[src/rtl/phseq_pkg.sv]
package phseq_pkg;
  typedef enum logic {ST_IDLE = 1'b0, ST_RUN = 1'b1} seq_state_e;
endpackage

[src/rtl/phase_rotor.sv]
module phase_rotor #(
  parameter int N      = 4,
  parameter int STEP_W = 12,
  localparam int PART_W = $clog2(N + 1)
) (
  input  logic              clk_i,
  input  logic              rst_ni,
  input  logic              clear_i,
  input  logic              advance_i,
  output logic [PART_W-1:0] part_o,
  output logic [STEP_W-1:0] local_o,
  output logic [N-1:0]      phase_en_o
);
  logic [PART_W-1:0] part_q;
  logic [STEP_W-1:0] local_q;
  logic              wrap;

  // partition N (or idle 0) rolls over to 1 and opens a new local step
  assign wrap = (part_q == '0) || (part_q == PART_W'(N));

  always_ff @(posedge clk_i or negedge rst_ni) begin
    if (!rst_ni) begin
      part_q  <= '0;
      local_q <= '0;
    end else if (clear_i) begin
      part_q  <= '0;
      local_q <= '0;
    end else if (advance_i) begin
      if (wrap) begin
        part_q  <= PART_W'(1);
        local_q <= local_q + 1'b1;
      end else begin
        part_q  <= part_q + 1'b1;
      end
    end
  end

  for (genvar k = 0; k < N; k++) begin : g_en
    assign phase_en_o[k] = (part_q == PART_W'(k + 1));
  end

  assign part_o  = part_q;
  assign local_o = local_q;

  assert_phases_disjoint_R3: assert property (@(posedge clk_i) disable iff (!rst_ni)
    $onehot0(phase_en_o));

  assert_last_phase_wraps_R4: assert property (@(posedge clk_i) disable iff (!rst_ni)
    (phase_en_o[N-1] && advance_i && !clear_i) |=> phase_en_o[0]);

  assert_first_phase_follows_R4: assert property (@(posedge clk_i) disable iff (!rst_ni)
    (phase_en_o[0] && advance_i && !clear_i) |=> phase_en_o[1]);
endmodule

[src/rtl/step_tracker.sv]
module step_tracker
  import phseq_pkg::*;
#(
  parameter int STEP_W = 12
) (
  input  logic              clk_i,
  input  logic              rst_ni,
  input  logic              start_i,
  input  logic [STEP_W-1:0] total_i,
  output logic [STEP_W-1:0] step_o,
  output logic              run_o,
  output logic              done_o,
  output logic              advance_o,
  output logic              clear_o
);
  seq_state_e        state_q;
  logic [STEP_W-1:0] step_q;
  logic [STEP_W-1:0] limit_q;
  logic              done_q;
  logic              running, last, launch;

  assign running = (state_q == ST_RUN);
  assign last    = running && (step_q == limit_q);
  assign launch  = !running && start_i && (total_i != '0);

  always_ff @(posedge clk_i or negedge rst_ni) begin
    if (!rst_ni) begin
      state_q <= ST_IDLE;
      step_q  <= '0;
      limit_q <= '0;
      done_q  <= 1'b0;
    end else begin
      done_q <= 1'b0;
      if (launch) begin
        state_q <= ST_RUN;
        step_q  <= STEP_W'(1);
        limit_q <= total_i;
      end else if (last) begin
        state_q <= ST_IDLE;
        step_q  <= '0;
        done_q  <= 1'b1;
      end else if (running) begin
        step_q <= step_q + 1'b1;
      end
    end
  end

  assign step_o    = step_q;
  assign run_o     = running;
  assign done_o    = done_q;
  assign advance_o = launch || (running && !last);
  assign clear_o   = last;

  assert_launch_at_one_R2: assert property (@(posedge clk_i) disable iff (!rst_ni)
    (!running && start_i && total_i != '0) |=> (step_q == STEP_W'(1) && running));

  assert_done_idle_R8: assert property (@(posedge clk_i) disable iff (!rst_ni)
    done_q |-> (!running && step_q == '0));

  assert_done_single_R8: assert property (@(posedge clk_i) disable iff (!rst_ni)
    done_q |=> !done_q);

  assert_limit_held_R9: assert property (@(posedge clk_i) disable iff (!rst_ni)
    (running && !last) |=> (limit_q == $past(limit_q) && running));

  assert_zero_count_idle_R10: assert property (@(posedge clk_i) disable iff (!rst_ni)
    (!running && total_i == '0) |=> !running);
endmodule

[src/rtl/phase_seq.sv]
module phase_seq #(
  parameter int N_PHASES = 4,
  parameter int STEP_W   = 12,
  localparam int PART_W  = $clog2(N_PHASES + 1)
) (
  input  logic                clk_i,
  input  logic                rst_ni,
  input  logic                start_i,
  input  logic [STEP_W-1:0]   total_steps_i,
  output logic [N_PHASES-1:0] phase_en_o,
  output logic [STEP_W-1:0]   step_o,
  output logic [PART_W-1:0]   part_o,
  output logic [STEP_W-1:0]   local_o,
  output logic                done_o
);
  logic run_w, adv_w, clr_w;

  step_tracker #(.STEP_W(STEP_W)) u_track (
    .clk_i     (clk_i),
    .rst_ni    (rst_ni),
    .start_i   (start_i),
    .total_i   (total_steps_i),
    .step_o    (step_o),
    .run_o     (run_w),
    .done_o    (done_o),
    .advance_o (adv_w),
    .clear_o   (clr_w)
  );

  phase_rotor #(.N(N_PHASES), .STEP_W(STEP_W)) u_rotor (
    .clk_i      (clk_i),
    .rst_ni     (rst_ni),
    .clear_i    (clr_w),
    .advance_i  (adv_w),
    .part_o     (part_o),
    .local_o    (local_o),
    .phase_en_o (phase_en_o)
  );

  // global step rebuilt from the rotor's (partition, local) pair
  logic [31:0] recon_w;
  assign recon_w = (32'(local_o) - 32'd1) * 32'(N_PHASES) + 32'(part_o);

  assert_inverse_map_R7: assert property (@(posedge clk_i) disable iff (!rst_ni)
    run_w |-> (recon_w == 32'(step_o)));

  assert_one_phase_in_run_R3: assert property (@(posedge clk_i) disable iff (!rst_ni)
    run_w |-> ($countones(phase_en_o) == 1));

  assert_idle_quiet_R1: assert property (@(posedge clk_i) disable iff (!rst_ni)
    !run_w |-> (phase_en_o == '0 && part_o == '0 && local_o == '0));
endmodule

[config.mk]
export PLATFORM = sky130hd
export DESIGN_NAME = phase_seq
export DESIGN_NICKNAME = d
export VERILOG_FILES = /design/src/rtl/phseq_pkg.sv /design/src/rtl/phase_rotor.sv /design/src/rtl/step_tracker.sv /design/src/rtl/phase_seq.sv
export SDC_FILE = /design/constraint.sdc
export NUM_CORES = 1
export LEC_CHECK = 0
export CAP_MARGIN = 15
export CORE_AREA = 10 10 82 84
export DETAILED_ROUTE_END_ITERATION = 12
export DIE_AREA = 0 0 92 94
export GPL_ROUTABILITY_DRIVEN = 0
export PLACE_DENSITY = 0.73
export SLEW_MARGIN = 10
export SYNTH_ARGS = -nofsm -noshare
export SYNTH_HDL_FRONTEND = slang
export SYNTH_SLANG_ARGS = --single-unit
export TNS_END_PERCENT = 10
[constraint.sdc]
create_clock -name clk_i -period 1.63 [get_ports clk_i]
set_input_delay 0.326 -clock clk_i [delete_from_list [all_inputs] [get_ports clk_i]]
set_output_delay 0.326 -clock clk_i [all_outputs]
set_load 0.01 [all_outputs]
# Word level (Yosys, flattened, before mapping)
# Index checks and enable logic that the tools add are counted.
# W data, S select, Z words.
# totals
out_inout_bits	32
reg_bits	41
wordCells	42
# op_classes
n_eq_ne	5
n_mux	13
add_sub_neg	3
reduce_logical	15
# op_table
operator	n
$mux W12	6
$add A12 B1 Y12 const B	2
$eq A12 B12 Y1	1
$reduce_bool A12 Y1	1
$mux W3	3
$eq A3 B2 Y1 const B	2
$reduce_bool A2 Y1	3
$logic_and A1 B1 Y1	4
$mux W1	4
$add A3 B1 Y3 const B	1
$eq A3 B1 Y1 const B	1
$eq A3 B3 Y1 const B	1
$logic_not A3 Y1	1
$reduce_bool A3 Y1	1
$logic_not A1 Y1	2
$logic_or A1 B1 Y1	2
$reduce_and A2 Y1	1

# Depth between registers and ports, before layout
# Gate-level depths: netlist of run 1.
# depth
word_depth	7
depth_mapped	8

# By module
# From an unflattened synthesis of run 1, not the netlist that was laid out.
# unflattened
hier_cells	206
area_unflattened_um2	2342.2
# modules_own_cells
mod	seq_area_each_um2	area_each_um2	cells_per_inst	n_inst
step_tracker	650.6	1478.9	114	1
phase_rotor	375.4	863.3	92	1

# Worst setup path before layout of run 1
# No wires, ideal clock.
# synth_timing
path_kind	input to register
from	input port total_steps_i[1]
to	register u_track.limit_q[10]
cell_stages	5
n_path_buf	1
slack_ps	-281
t_arrival_ps	1786
setup_time_ps	125
cell_sequence	or4_4 o31ai_4 nor2_2 buf_6 mux2_4
# synth_via
elab_chain_len	2
# synth_rtl
element	line_no	rtl
start, declared	phase_seq.sv:9	input logic [STEP_W-1:0] total_steps_i,
$reduce_bool A12 Y1	step_tracker.sv:24	assign launch = !running && start_i && (total_i != '0);
$logic_and A1 B1 Y1	step_tracker.sv:24	
end signal, assigned	step_tracker.sv:37	limit_q <= total_i;
end, declared	step_tracker.sv:18	logic [STEP_W-1:0] limit_q;
# No other way between the ends.
# A chain may end at the register's enable or synchronous reset.

# Worst setup path after layout of run 1
# layout_timing
from	input port total_steps_i[6]
to	register u_rotor.local_q[6], in the netlist u_rotor.local_o[6]
# layout_via
elab_chain_len	5
# layout_rtl
element	line_no	rtl
$reduce_bool A12 Y1	step_tracker.sv:24	
$logic_and A1 B1 Y1	step_tracker.sv:24	
$logic_or A1 B1 Y1	step_tracker.sv:51	assign advance_o = launch || (running && !last);
$reduce_bool A2 Y1 (no source line)	-	
$reduce_and A2 Y1 (no source line)	-	
end signal, assigned	phase_rotor.sv:31	local_q <= local_q + 1'b1;
end, declared	phase_rotor.sv:15	logic [STEP_W-1:0] local_q;
# No other way between the ends.

==> results.toml, run 1 <==
[floorplanning]
start_util = 0.4398
io_pins = 47
die_area_um2 = 8648
num_rows = 26
die_width_um = 92
die_h_um = 94
core_um2 = 5075

[layout]
drive_gt1_frac = 0.3770
layout.nets = 335
stdcell_area_um2 = 3388
finalNonFillerCells = 383
n_antenna_cell = 0
syn2layout_area_growth_pct = 51.79
fillers = 422
fin_util = 0.6677

[timing]
holdWs_ns = -0.003706
slew_headroom = 0.6907
fmax_mhz = 567.5
fin_ws_ns = -0.1322
finalMaxSlewViolations = 0
min_period_ns = 1.762
skew_ns = 0.005872
worst_pin_slew_ns = 0.4628
final-hold-violation-count = 3
finalSetupViolCount = 16
timing.final.crit_share = 1.081
rsz0062_at_grt = "true"

[drt]
ant_nets = 0
remaining_drc_errors = 0
num_vias = 1978
via_per_inst = 5.164
totalWireLength_um = 5859
avgRoutedWirePerCell_um = 15.30
first_pass_iters = 4
drt_iter0_drc = 73

[yosys]
synth_fa_ha_area_frac = 0.04484
ys_seq_area_frac = 0.4596
synthesis.area_um2 = 2232
synthSimpleGateAreaFrac = 0.1827
synthFlopType = "dfrtp_1"
ys_types = 43
synth_seq_cells = 41
synth_top_family_by_area = "simple AND/OR/NAND/NOR gates"
syn_avg_cell_area_um2 = 10.78
synth_top_area_frac = 0.4596
synth_fp_nets = 230
synth_warnings = 0
synth_edf_count = 0
synthMuxAreaShare = 0.09081
synth_compound_area_frac = 0.1003
yosysTopAreaCell = "dfrtp_1"
async_flop_share = 1.000
synth_area_leaders = "dfrtp_1 46%, mux2_4 6.7%, xnor2_1 5.1%"
synthXorXnorAreaFrac = 0.09025
synth_cells = 207

[place]
port_buffers = 46
dp_worst_setup_slack_ns = -0.8442
placed_cells = 360
hpwl_um = 4091
placed_area_um2 = 3088

[critical_path]
cp_max_fo = 4
crit_chain = "buf_6, or4_4, o41a_1, buf_4, nand4_1, xor2_1, nor2_1"
end_kind = "flop"
worst-path-stages = 7
cpLargestDelayFamily = "simple AND/OR/NAND/NOR gates"
cp.buffers_inverters = 2
reg2reg_depth = 6
slowest_stage = "or4_4"
start_kind = "input port"
criticalPathCategory = "input port to flop"
cp_slowest_stage_delay_ns = 0.56
cp.required_ns = 1.81
worst_ep_arrival_time_ns = 1.94

[global_routing]
grt_overflow = 0
grt_pass1_vias = 1920
grt_usage = 0.1307
grt_first_pass_wirelength_um = 9273
grt_max_degree = 42
antenna_found_initial = 0

[power_and_ir_drop]
p_leak_nw = 1.668
power.density_nw_per_um2 = 1187
ir_drop_mv = 0.7377

[clock_network]
tritoncts = "done"
cts.sinks = 41
clk_pin_slew_worst_paths_ns = 0.08
h-tree-depth = 2
numCtsBuffers = 5
postCtsHoldBufs = 0
cts-root-buf = "clkbuf_8"
clock_insertion_delay_worst_skew_ns = 0.29
cts_buffer_depth = 2

[run]
maxCapViolCount = 0

[status]
failed_checks = "hold timing, setup timing"
status = "finished with violations"

[min_path]
hp-class = "input port to asynchronous set/reset pin"
==> state kept, by name, indices dropped and copies added, names as in the netlist <==
register         cells
u_track.done_o       1
u_track.limit_q     12
u_rotor.local_o     12
u_track.run_o        1
u_track.step_o      12
u_rotor.part_o       3
==> path summary, 6_finish.rpt <==
kind / start / endpoint / slack (ns)
worst max register to register: u_track.step_o[10]$_DFFE_PN0P_ / u_track.step_o[5]$_DFFE_PN0P_ / -0.08
min in group clk_i: total_steps_i[5] / u_track.limit_q[5]$_DFFE_PN0N_ / 0.28
worst min register to register: u_rotor.local_o[11]$_DFFE_PN0P_ / u_rotor.local_o[11]$_DFFE_PN0P_ / 0.56
worst max-delay path: total_steps_i[6] / u_rotor.local_o[6]$_DFFE_PN0P_ / -0.13
worst min-delay path: rst_ni / u_rotor.local_o[7]$_DFFE_PN0P_ / -0.004
max in group asynchronous: rst_ni / u_rotor.local_o[4]$_DFFE_PN0P_ / 1.42
==> what timing repair did <==
| item | in CTS | in global routing |
|---|---|---|
| hold endpoints to repair | 0 | 0 |
| buffers inserted | 4 | 8 |
| gates resized for setup | 85 | 39 |
| setup endpoints to repair | 60 | 44 |
| pin swaps | 24 | 16 |
| gates cloned | 2 | 1 |
==> final cells by class <==
cell class	count	area (µm²)	area share
timing repair buffer	104	903.4	0.2666
multi-input combinational	155	1270	0.3748
tap	70	87.58	0.02585
inverter	5	18.77	0.005539
sequential	41	1028	0.3035
clock buffer	8	80.08	0.02363
==> power breakdown <==
part / internal, mW / switching, mW / total (mW)
clock network: 0.305 / 0.336 / 0.641
registers: 1.24 / 0.244 / 1.48
logic: 1.04 / 0.858 / 1.90
==> placed cells by master, fill, tap and decap left out, types with 5 or more instances in the layout <==
| master | instances |
|---|---|
| buf_4 | 48 |
| dfrtp_1 | 39 |
| buf_6 | 14 |
| dlygate4sd2_1 | 14 |
| nand2_1 | 13 |
| nor2_1 | 13 |
| xnor2_1 | 12 |
| nand3_1 | 12 |
| mux2_4 | 10 |
| xor2_1 | 10 |
| buf_2 | 10 |
| dlymetal6s2s_1 | 9 |
| nand4_1 | 8 |
| clkdlybuf4s50_1 | 6 |
| a21o_1 | 5 |
| ha_1 | 5 |
| clkbuf_8 | 5 |
==> metrics by stage <==
step,power [mW],setup TNS [ns]
after CTS,3.899,-0.8875
after global placement,3.204,-25.97
after detailed placement,3.250,-27.29
after floorplan,2.274,-7.563
final,4.023,-1.043
after global routing,4.321,-2.215
==> cell usage after synthesis (3+ instances only) <==
master and number:
and3_1 3, mux2_4 10, nor2b_1 4, o22ai_1 3
o21ai_0 5, xnor2_1 13, ha_1 8, a21oi_1 4
nand2_1 15, nor2_1 13, a21o_1 5, mux2i_1 3
inv_1 5, xor2_1 10, clkbuf_1 5, nand4_1 8
nand3_1 12, dfrtp_1 41, nor3_1 7
==> kinds of logic (layout without fill, tap and decap cells) <==
group	Yosys count	after routing
mux	15	15
flops	41	41
compound gates	29	31
buf+inv	14	117
xor+xnor	23	23
simple gates	77	78
fa+ha+maj	8	8
==> layer usage <==
layer / routed length (µm) / vias up / GRT usage
li1: - / 960 / -
met2: 2818 / 56 / 0.2071
met1: 2692 / 957 / 0.1654
met3: 285 / 5 / 0.03677
met4: 63 / 0 / 0.04884
met5: 0 / - / 0
(Power assumes the default switching activity.)
==> run 2, diff against run 1 <==
- ABC_AREA: default -> 1
- CORE_AREA: 10 10 82 84 -> 10 10 86 88
- DIE_AREA: 0 0 92 94 -> 0 0 96 98
- PLACE_DENSITY: 0.73 -> 0.71
==> run 2 against run 1 <==
The run now ends clean. Register-to-register slack improved by 0.17 ns. Total power grew 3.7%. Highest routed layer unchanged. Critical path type is now flop to primary output. Combinational power shrank 3%. Clock power rose by 6.6%. Non-clock buffer count is 30 lower.
==> results.toml, run 2 <==
[status]
status = "finished, final reports clean"

[place]
placed_area_um2 = 3129
dp_worst_setup_slack_ns = -0.3240
hpwl_um = 4469
port_buffers = 46
placed_cells = 471

[drt]
via_per_inst = 4.863
totalWireLength_um = 6198
ant_nets = 0
num_vias = 2378
avgRoutedWirePerCell_um = 12.67
drt_iter0_drc = 103
remaining_drc_errors = 0
first_pass_iters = 4

[layout]
finalNonFillerCells = 489
syn2layout_area_growth_pct = 37.67
layout_common_cells = "114 x nand2_1, 43 x inv_1, 33 x nand3_1"
layout.nets = 437
drive_gt1_frac = 0.1763
n_antenna_cell = 0
layout_commonest_cell = "nand2_1"
stdcell_area_um2 = 3402
fin_util = 0.5921

[critical_path]
cpLargestDelayFamily = "buffers and inverters"
slowest_stage = "clkdlybuf4s50_1"
r2r_slack_ns = 0.09
start_kind = "flop"
crit_chain = "clkdlybuf4s50_1"
criticalPathCategory = "flop to primary output"
r2r_end = "u_rotor.part_o[2]$_DFFE_PN0P_"
cp.buffers_inverters = 1
worst_ep_arrival_time_ns = 1.28
end_kind = "primary output"
cp.required_ns = 1.30
cp_slowest_stage_delay_ns = 0.56
timing.rr.start = "u_track.step_o[1]$_DFFE_PN0P_"
cp_max_fo = 6
reg2reg_depth = 10

[yosys]
synth_area_leaders = "dfrtp_1 42%, nand2_1 18%, inv_1 6.8%"
ys_seq_area_frac = 0.4152
synthFlopType = "dfrtp_1"
yosysTopAreaCell = "dfrtp_1"
synth_fp_nets = 361
syn_avg_cell_area_um2 = 7.311
yosys-top-cells-count = "116 x nand2_1, 45 x inv_1, 41 x dfrtp_1, 33 x nand3_1, 26 x nor2_1"
async_flop_share = 1.000
synth_top_area_frac = 0.4152
synth_seq_cells = 41
synth_edf_count = 0
synth_warnings = 0
post-synth-top-count-cell = "nand2_1"
ys_types = 26
synthesis.area_um2 = 2471
synth_cells = 338

[timing]
finalSetupViolCount = 0
worst_pin_slew_ns = 0.4256
skew_ns = 0.006140
min_period_ns = 1.610
fmax_mhz = 621.0
rsz0062_at_grt = "true"
fin_ws_ns = 0.01972
timing.final.crit_share = 0.9879
finalMaxSlewViolations = 0
final-hold-violation-count = 0
slew_headroom = 0.7163

[global_routing]
grt_first_pass_wirelength_um = 9984
busiest_layer = "met2"
grt_overflow = 0
grt_usage = 0.1283
met1_usage = 0.1502
grtUsageMet3 = 0.04594
grt_pass1_vias = 2240
grt_util_met2 = 0.2165
grt_max_degree = 29
antenna_found_initial = 0

[clock_network]
clock_insertion_delay_worst_skew_ns = 0.30
cts_buffer_depth = 2
cts.sinks = 41
cts-root-buf = "clkbuf_8"
numCtsBuffers = 5
tritoncts = "done"
h-tree-depth = 2
clk_pin_slew_worst_paths_ns = 0.08

[power_and_ir_drop]
pwr-share-seq = 0.393
p_comb_frac = 0.443
power.density_nw_per_um2 = 1226
p_leak_nw = 1.877
p_sw_mw = 1.647
power.share.clock = 0.164
p_int_mw = 2.523
ir_drop_mv = 0.6180
p_total_mw = 4.170
sw_frac_of_total = 0.3949

[min_path]
hp-class = "input port to asynchronous set/reset pin"

[floorplanning]
die_area_um2 = 9408
start_util = 0.4301
die_h_um = 98
io_pins = 47
core_um2 = 5746
die_width_um = 96
num_rows = 28

[run]
maxCapViolCount = 0
-- run 2: changes by cell type after synthesis, moves of 6 or more --
cell,delta
nand2_1,+101
inv_1,+40
nand3_1,+21
o21ai_0,+16
nor2_1,+13
mux2_4,-10
nor3_1,-6
xnor2_1,-6
-- run 2: final cells by class --
type | instances | area [µm²]
multi-input cells | 243 | 1290
fillers | 543 | 2344
well taps | 75 | 93.84
clock buffers | 7 | 86.33
repair buffers | 74 | 708.2
flip-flops and latches | 41 | 1037
inverters | 49 | 186.4
-- run 2: timing repair --
action,4_1_cts,5_1_grt
setup buffers,3,4
hold buffers,1,0
pin swaps,0,6
endpoints found under the hold margin,16,0
cloned,0,3
setup endpoints to repair,28,43
gates resized for setup,38,30
-- run 2: worst max-delay path by stage --
stage / start / end / slack [ns] / cells after the start
floorplan: u_track.step_o[3]$_DFFE_PN0P_ / u_rotor.local_o[9]$_DFFE_PN0P_ / 0.22 / 8
global placement: total_steps_i[11] / u_rotor.local_o[1]$_DFFE_PN0P_ / -0.28 / 9
detailed placement: total_steps_i[9] / u_rotor.local_o[5]$_DFFE_PN0P_ / -0.32 / 9
CTS: u_track.step_o[1]$_DFFE_PN0P_ / step_o[1] / 0.0008 / 1
global route: total_steps_i[11] / u_track.limit_q[5]$_DFFE_PN0N_ / -0.03 / 10
finish: u_rotor.local_o[7]$_DFFE_PN0P_ / local_o[7] / 0.02 / 1
-- run 2: stage by stage --
stage | hold slack, ns | setup TNS [ns]
floorplan | 0.03041 | 0
global placement | 0.2914 | -6.506
detailed placement | 0.2816 | -7.579
CTS | 0.5133 | 0
global route | 0.5390 | -0.1948
finish | 0.4984 | 0
-- run 2: kinds of logic after synthesis --
group | count (synthesis) | synth area share
AO/OA/AOI/OAI | 25 | 0.05417
buffers and inverters | 57 | 0.1013
flip-flops | 41 | 0.4152
AND/OR/NAND/NOR | 193 | 0.3392
XOR/XNOR | 14 | 0.04962
adder cells (fa/ha/maj) | 8 | 0.04051
-- run 2: per-layer routing --
metal	share of wire	up-vias
met1	0.43	1089
met2	0.48	71
met3	0.078	7
li1	-	1211
met5	0	-
met4	0.0084	0
-- run 2: power by group through the flow --
stage	clock network [mW]	logic [mW]	registers (mW)
global placement	0	1.78	1.64
detailed placement	0	1.84	1.64
CTS	0.700	1.77	1.63
global route	0.730	2.11	1.69
floorplan	0	0.933	1.67
finish	0.683	1.85	1.64
